### src/rtl/ipi_cmd_pkg.sv
package ipi_cmd_pkg;
    localparam int REG_AW = 4;
    localparam int ERR_W  = 8;

    localparam logic [REG_AW-1:0] OFS_CMD  = 4'd0;
    localparam logic [REG_AW-1:0] OFS_DEST = 4'd1;
    localparam logic [REG_AW-1:0] OFS_ERR  = 4'd2;

    localparam logic [2:0] MODE_FIXED   = 3'b000;
    localparam logic [2:0] MODE_STARTUP = 3'b110;

    localparam logic [1:0] SH_NONE     = 2'b00;
    localparam logic [1:0] SH_SELF     = 2'b01;
    localparam logic [1:0] SH_ALL      = 2'b10;
    localparam logic [1:0] SH_ALL_EXCL = 2'b11;

    localparam logic [31:0] CMD_KEEP  = 32'h000C_CFFF;
    localparam logic [7:0]  MIN_VECTOR = 8'd16;

    typedef enum logic {ST_IDLE, ST_PEND} launch_state_e;
endpackage

### src/rtl/ipi_dest_expand.sv
module ipi_dest_expand
    import ipi_cmd_pkg::*;
#(
    parameter int NCPU = 8
) (
    input  logic [1:0]      shorthand,
    input  logic            logical,
    input  logic [7:0]      dest_id,
    input  logic [7:0]      self_id,
    output logic [NCPU-1:0] mask
);
    logic [NCPU-1:0] phys_hit;
    logic [NCPU-1:0] log_hit;
    logic [NCPU-1:0] self_hit;

    for (genvar g = 0; g < NCPU; g++) begin : g_cpu
        assign phys_hit[g] = (dest_id == 8'(g)) || (dest_id == 8'hFF);
        assign self_hit[g] = (self_id == 8'(g));
        if (g < 8) begin : g_log
            assign log_hit[g] = dest_id[g];
        end else begin : g_nolog
            assign log_hit[g] = 1'b0;
        end
    end

    always_comb begin
        unique case (shorthand)
            SH_NONE:     mask = logical ? log_hit : phys_hit;
            SH_SELF:     mask = self_hit;
            SH_ALL:      mask = '1;
            SH_ALL_EXCL: mask = ~self_hit;
            default:     mask = '0;
        endcase
    end
endmodule

### src/rtl/ipi_launch_fsm.sv
module ipi_launch_fsm
    import ipi_cmd_pkg::*;
(
    input  logic clk,
    input  logic rst_n,
    input  logic cmd_wr,
    input  logic bad_vector,
    input  logic empty_dest,
    input  logic msg_ready,
    output logic pending,
    output logic load_msg,
    output logic handshake,
    output logic err_illvec,
    output logic err_accept
);
    launch_state_e state_q, state_d;

    always_comb begin
        state_d = state_q;
        unique case (state_q)
            ST_IDLE: if (cmd_wr && !bad_vector && !empty_dest) state_d = ST_PEND; // T_LAUNCH
            ST_PEND: if (msg_ready) state_d = ST_IDLE;                           // T_DONE
            default: state_d = ST_IDLE;
        endcase
    end

    always_ff @(posedge clk) begin
        if (!rst_n) state_q <= ST_IDLE;
        else        state_q <= state_d;
    end

    always_comb begin
        pending    = 1'b0;
        load_msg   = 1'b0;
        handshake  = 1'b0;
        err_illvec = 1'b0;
        err_accept = 1'b0;
        unique case (state_q)
            ST_IDLE: begin
                if (cmd_wr) begin
                    err_illvec = bad_vector;                 // T_REJECT
                    err_accept = !bad_vector && empty_dest;  // T_REJECT
                    load_msg   = !bad_vector && !empty_dest; // T_LAUNCH
                end
            end
            ST_PEND: begin
                pending   = 1'b1;
                handshake = msg_ready;                       // T_DONE / T_HOLD
            end
            default: ;
        endcase
    end

    // a rejected illegal vector never leaves idle
    p_no_emit_r8: assert property (@(posedge clk) disable iff (!rst_n)
        (state_q == ST_IDLE && cmd_wr && bad_vector) |=> (state_q == ST_IDLE));

    // pending persists until acceptance
    p_pend_hold_r4: assert property (@(posedge clk) disable iff (!rst_n)
        (state_q == ST_PEND && !msg_ready) |=> (state_q == ST_PEND));
endmodule

### src/rtl/ipi_err_status.sv
module ipi_err_status
    import ipi_cmd_pkg::*;
(
    input  logic             clk,
    input  logic             rst_n,
    input  logic [ERR_W-1:0] set,
    input  logic             clr,
    output logic [ERR_W-1:0] q
);
    localparam logic [ERR_W-1:0] IMPL = 8'hEF;

    always_ff @(posedge clk) begin
        if (!rst_n) q <= '0;
        else        q <= ((clr ? '0 : q) | set) & IMPL;
    end

    // without a clear, no set bit is lost
    p_sticky_r12: assert property (@(posedge clk) disable iff (!rst_n)
        !clr |=> ((q & $past(q)) == $past(q)));

    // a fault arriving with the clear survives
    p_set_wins_r12: assert property (@(posedge clk) disable iff (!rst_n)
        (clr && set[6]) |=> q[6]);
endmodule

### src/rtl/ipi_cmd_unit.sv
module ipi_cmd_unit
    import ipi_cmd_pkg::*;
#(
    parameter int NCPU = 8
) (
    input  logic              clk,
    input  logic              rst_n,
    input  logic [7:0]        self_id,
    input  logic              reg_wr,
    input  logic              reg_rd,
    input  logic [REG_AW-1:0] reg_addr,
    input  logic [31:0]       reg_wdata,
    output logic [31:0]       reg_rdata,
    output logic              msg_valid,
    input  logic              msg_ready,
    output logic [7:0]        msg_vector,
    output logic [2:0]        msg_mode,
    output logic              msg_level,
    output logic              msg_trigger,
    output logic [NCPU-1:0]   msg_dest_mask,
    output logic [19:0]       msg_start_addr,
    input  logic              msg_cksum_err,
    input  logic [2:0]        rx_fault
);
    logic [31:0]      cmd_q;
    logic [7:0]       dest_q;
    logic [NCPU-1:0]  mask_d;
    logic             cmd_wr, pending, load_msg, handshake;
    logic             err_illvec, err_accept, bad_vector, bad_addr;
    logic [ERR_W-1:0] err_set, err_q;

    assign cmd_wr     = reg_wr && (reg_addr == OFS_CMD);
    assign bad_vector = (reg_wdata[10:8] == MODE_FIXED) && (reg_wdata[7:0] < MIN_VECTOR);
    assign bad_addr   = (reg_wr || reg_rd) && (reg_addr != OFS_CMD)
                        && (reg_addr != OFS_DEST) && (reg_addr != OFS_ERR);

    ipi_dest_expand #(.NCPU(NCPU)) u_expand (
        .shorthand (reg_wdata[19:18]),
        .logical   (reg_wdata[11]),
        .dest_id   (dest_q),
        .self_id   (self_id),
        .mask      (mask_d)
    );

    ipi_launch_fsm u_fsm (
        .clk        (clk),
        .rst_n      (rst_n),
        .cmd_wr     (cmd_wr),
        .bad_vector (bad_vector),
        .empty_dest (mask_d == '0),
        .msg_ready  (msg_ready),
        .pending    (pending),
        .load_msg   (load_msg),
        .handshake  (handshake),
        .err_illvec (err_illvec),
        .err_accept (err_accept)
    );

    assign err_set = {bad_addr, rx_fault[2], err_illvec, 1'b0,
                      rx_fault[1], err_accept, rx_fault[0], handshake && msg_cksum_err};

    ipi_err_status u_err (
        .clk   (clk),
        .rst_n (rst_n),
        .set   (err_set),
        .clr   (reg_wr && (reg_addr == OFS_ERR)),
        .q     (err_q)
    );

    always_ff @(posedge clk) begin
        if (!rst_n) begin
            cmd_q  <= '0;
            dest_q <= '0;
        end else begin
            if (cmd_wr && !pending) cmd_q <= reg_wdata & CMD_KEEP;
            if (reg_wr && reg_addr == OFS_DEST) dest_q <= reg_wdata[31:24];
        end
    end

    always_ff @(posedge clk) begin
        if (!rst_n) begin
            msg_vector    <= '0;
            msg_mode      <= '0;
            msg_level     <= 1'b0;
            msg_trigger   <= 1'b0;
            msg_dest_mask <= '0;
        end else if (load_msg) begin
            msg_vector    <= reg_wdata[7:0];
            msg_mode      <= reg_wdata[10:8];
            msg_level     <= reg_wdata[14];
            msg_trigger   <= reg_wdata[15];
            msg_dest_mask <= mask_d;
        end
    end

    assign msg_valid      = pending;
    assign msg_start_addr = (msg_mode == MODE_STARTUP) ? {msg_vector, 12'h000} : 20'h0;

    always_comb begin
        unique case (reg_addr)
            OFS_CMD:  reg_rdata = cmd_q | {19'b0, pending, 12'b0};
            OFS_DEST: reg_rdata = {dest_q, 24'b0};
            OFS_ERR:  reg_rdata = {24'b0, err_q};
            default:  reg_rdata = '0;
        endcase
    end

    p_hold_r4: assert property (@(posedge clk) disable iff (!rst_n)
        (msg_valid && !msg_ready) |=> (msg_valid && $stable(msg_vector) && $stable(msg_dest_mask)));

    p_ignore_r5: assert property (@(posedge clk) disable iff (!rst_n)
        (msg_valid && cmd_wr && !msg_ready) |=> ($stable(cmd_q) && $stable(msg_vector)));

    p_nonempty_r9: assert property (@(posedge clk) disable iff (!rst_n)
        msg_valid |-> (msg_dest_mask != '0));

    p_phys_onehot_r7: assert property (@(posedge clk) disable iff (!rst_n)
        (!msg_valid && cmd_wr && !bad_vector && reg_wdata[19:18] == SH_NONE
         && !reg_wdata[11] && 32'(dest_q) < NCPU) |=> (msg_valid && $onehot(msg_dest_mask)));
endmodule

### config.mk
export PLATFORM = sky130hd
export DESIGN_NAME = ipi_cmd_unit
export DESIGN_NICKNAME = d
export VERILOG_FILES = /design/src/rtl/ipi_cmd_pkg.sv /design/src/rtl/ipi_dest_expand.sv /design/src/rtl/ipi_launch_fsm.sv /design/src/rtl/ipi_err_status.sv /design/src/rtl/ipi_cmd_unit.sv
export SDC_FILE = /design/constraint.sdc
export NUM_CORES = 1
export LEC_CHECK = 0
export BUFFER_PORTS_ARGS = -buffer_cell sky130_fd_sc_hd__buf_2
export CAP_MARGIN = 20
export CELL_PAD_IN_SITES_DETAIL_PLACEMENT = 1
export CELL_PAD_IN_SITES_GLOBAL_PLACEMENT = 2
export CORE_MARGIN = 8
export CORE_UTILIZATION = 26
export DETAILED_ROUTE_END_ITERATION = 12
export GPL_ROUTABILITY_DRIVEN = 0
export PLACE_DENSITY_LB_ADDON = 0.1
export SYNTH_ARGS = -nofsm -noshare
export SYNTH_HDL_FRONTEND = slang
export SYNTH_SLANG_ARGS = --single-unit
### constraint.sdc
create_clock -name clk -period 2.5 [get_ports clk]
set_input_delay 0.125 -clock clk [delete_from_list [all_inputs] [get_ports clk]]
set_output_delay 0.125 -clock clk [all_outputs]
set_load 0.02 [all_outputs]
==> metrics <==
grt total ovfl 0; top cell type's share of synthesized area 35.7%; area grow syn2layout 31.9%; slowest CP cell or4_4; CTS root buffer clkbuf_16; CP arrival 2.72 ns; cell count after synthesis 351; total negative setup slack -0.0234 ns; Crit. End Element flip-flop; nets@finish 512; CTS tree built; post-route ant nets 0; Clock Skew 0.00854 ns; maximum vdd drop 0.000287 V; critical path class reg -> reg; crit-path max cell delay 0.56 ns; asr flop ratio synth 0%; H-tree depth 2; Antenna Cells 0; Initial Util 26.4%; status finished with violations; PortBufs 99; Required @ worst endpoint 2.72 ns; initial antenna violation count 0; Reg2Reg Depth 9; Post-synth top flop dfxtp_1; sw frac 24.6%; worst-path maximum fanout 5; Min-Delay Path Class in -> reg; DRT Pass-1 Iters 4; Avg WL per Cell 15.8 um; Sequential Power Share 46.2%; Hold Crit Start rx_fault[2]; Die X 123 um; PwrDens 479 nW/um^2; number of enable flip-flop cells after synthesis 0; R2R setup slack -0.006 ns; Mean Syn Cell Area 8.46 um^2; metal3 WL 544 um; internal power 0.00142 W; non-filler cells, final 602; critical-path cell list or4_4 > nor3b_4 > a21oi_1 > o31ai_2 > nor4_2 > a21boi_2 > buf_6 > clkbuf_16 > mux2i_1; failing checks setup timing; Worst Setup Start Kind flip-flop; core area 11300 um^2; vias in the first global route 2893; synthesized area 2970 um^2; Worst slew margin 58.5%; DPL Wire Length 7170 um; Via Count 2738; Max clock buf depth 2; r2r endpoint msg_vector[1]; Seq. cell area 1060 um^2; Synth top cells by count nand2_1 (81), dfxtp_1 (53), and2_1 (25), mux2i_1 (25), a21boi_0 (24); Overall Power 0.00188 W; RR Startpoint dest_q[5]; metal1 wirelength 4470 um; Leak 1.71 nW; final instance area 3920 um^2; period utilisation layout 100%; RSZ-0062 raised after global routing true; slew of the pin with the lowest slew margin 0.622 ns; Seq/Total Area, Yosys 35.7%; Hold WS 0.0693 ns; area leader, netlist dfxtp_1; DIE AREA 15100 um^2; count of final setup violators 6; Die Y-Extent 123 um; Hold Path Stages 3; I/O pin cnt 127; Psw 0.000463 W; dominant cells by area after synthesis dfxtp_1 (36%), nand2_1 (10%), mux2i_1 (8.4%); fill count 1371; CP Depth 9; # DRC 0; layout cell share with drive strength beyond 1 34.2%; Yosys warnings 0; worst skew pair latency 0.29 ns; number of CTS-inserted buffers 5; pins over their slew limit 0; Iter 0 DRT Violations 68; Hold Vio Cnt, Final 0; Tmin final 2.51 ns; largest net degree at the start of global routing 39; Global Route Usage Sum 11.9%; FF+latch count, synth 53; Clk pwr share 41.1%; Min-Delay Endpoint u_err.q[6]; top-count cell post-synth nand2_1; final WL 9540 um; placed instance area 3570 um^2; synth unique cells 49; global-route wire length before repair 14600 um; Row Count 39; clock sinks 53; Top delay family on crit path simple AND/OR/NAND/NOR gates; Placed Cells 586; routed wl met2 4500 um; final setup margin -0.00636 ns; Critical path buffers and inverters 2; Comb power frac 12.7%; Fmax achieved 399 MHz; multi-input logic area 1780 um^2; clk slew on worst S/H paths 0.07 ns; Vias/cell 4.55; Max Used Layer met4; Max-Cap Viols 0
-- worst register-to-register path, stage by stage, from the launching register on --
cell	delay, ns
dfxtp_2	0.32
or4_4	0.56
nor3b_4	0.26
a21oi_1	0.12
o31ai_2	0.33
nor4_2	0.12
a21boi_2	0.24
buf_6	0.16
clkbuf_16	0.16
mux2i_1	0.17
-- what timing repair did --
action                     CTS  global route
gates resized for setup      5            11
pin swaps                    0             9
setup endpoints to repair   18            22
gates cloned                 0             3
hold buffers                 0             0
buffers inserted             0             6
-- metal layers --
layer  track usage, %  up-vias
met4             1.60        0
li1                 -     1374
met1             15.1     1298
met2             20.3       64
met3             3.13        2
met5                0        -
-- stage by stage --
| step | setup WS, ns | util [%] |
|---|---|---|
| finish | -0.00636 | 34.8 |
| global route | -0.0908 | 34.8 |
| CTS | 0.0566 | 33.3 |
| detailed placement | -0.0334 | 31.7 |
| global placement | 0.0625 | 31.7 |
| floorplan | 0.239 | - |
-- logic make-up after synthesis --
family	Yosys count	synth area share, %
and+or+nand+nor	170	30.8
AOI/OAI and AO/OA	62	15.3
DFF	53	35.7
buffers and inverters	39	9.31
muxes	25	8.42
xor gates and xnor gates	1	0.295
other	1	0.126
-- how the worst max path moves through the flow --
stage | from | to | slack, ns
3_3_place_gp | dest_q[3] | msg_vector[2] | 0.06
5_1_grt | dest_q[5] | msg_vector[4] | -0.09
3_5_place_dp | dest_q[3] | msg_vector[3] | -0.03
6_report | dest_q[5] | msg_vector[1] | -0.006
4_1_cts | dest_q[3] | msg_vector[3] | 0.06
2_1_floorplan | dest_q[3] | msg_dest_mask[6] | 0.24
-- layout by cell type, fill, tap and decap left out, drive strengths merged, types with 3 or more instances in the layout --
cell    instances
nor2b          16
and2b           4
nor2            5
nand3          17
dfxtp          53
o21ai           4
nand2          81
a21boi         25
mux2i          25
clkbuf          7
nand4           4
nor4            4
conb           19
nor4b           3
and2           26
a21oi          10
buf           120
a22o            7
o31ai           8
-- final cells by class --
| cell class | count | area share (%) |
|---|---|---|
| Multi-Input combinational cell | 277 | 45.4 |
| Tap cell | 143 | 4.57 |
| Clock inverter | 2 | 0.894 |
| Clock buffer | 5 | 3.19 |
| Timing Repair Buffer | 122 | 18.8 |
| Sequential cell | 53 | 27.1 |
-- state kept, by name, indices dropped and copies added, names as in the netlist --
register / count
msg_mode: 3
dest_q: 8
msg_trigger: 1
msg_level: 1
msg_vector: 8
cmd_q: 16
u_err.q: 7
u_fsm.state_q: 1
msg_dest_mask: 8
-- power groups by stage --
stage	logic, W	registers [W]	clock network (W)
final	0.000239	0.000868	0.000772
after global routing	0.000264	0.000870	0.000832
after CTS	0.000226	0.000867	0.000807
after detailed placement	0.000222	0.000887	0
after global placement	0.000219	0.000887	0
after floorplan	0.000151	0.000890	0
No activity file was read; power rests on OpenSTA's default activity.
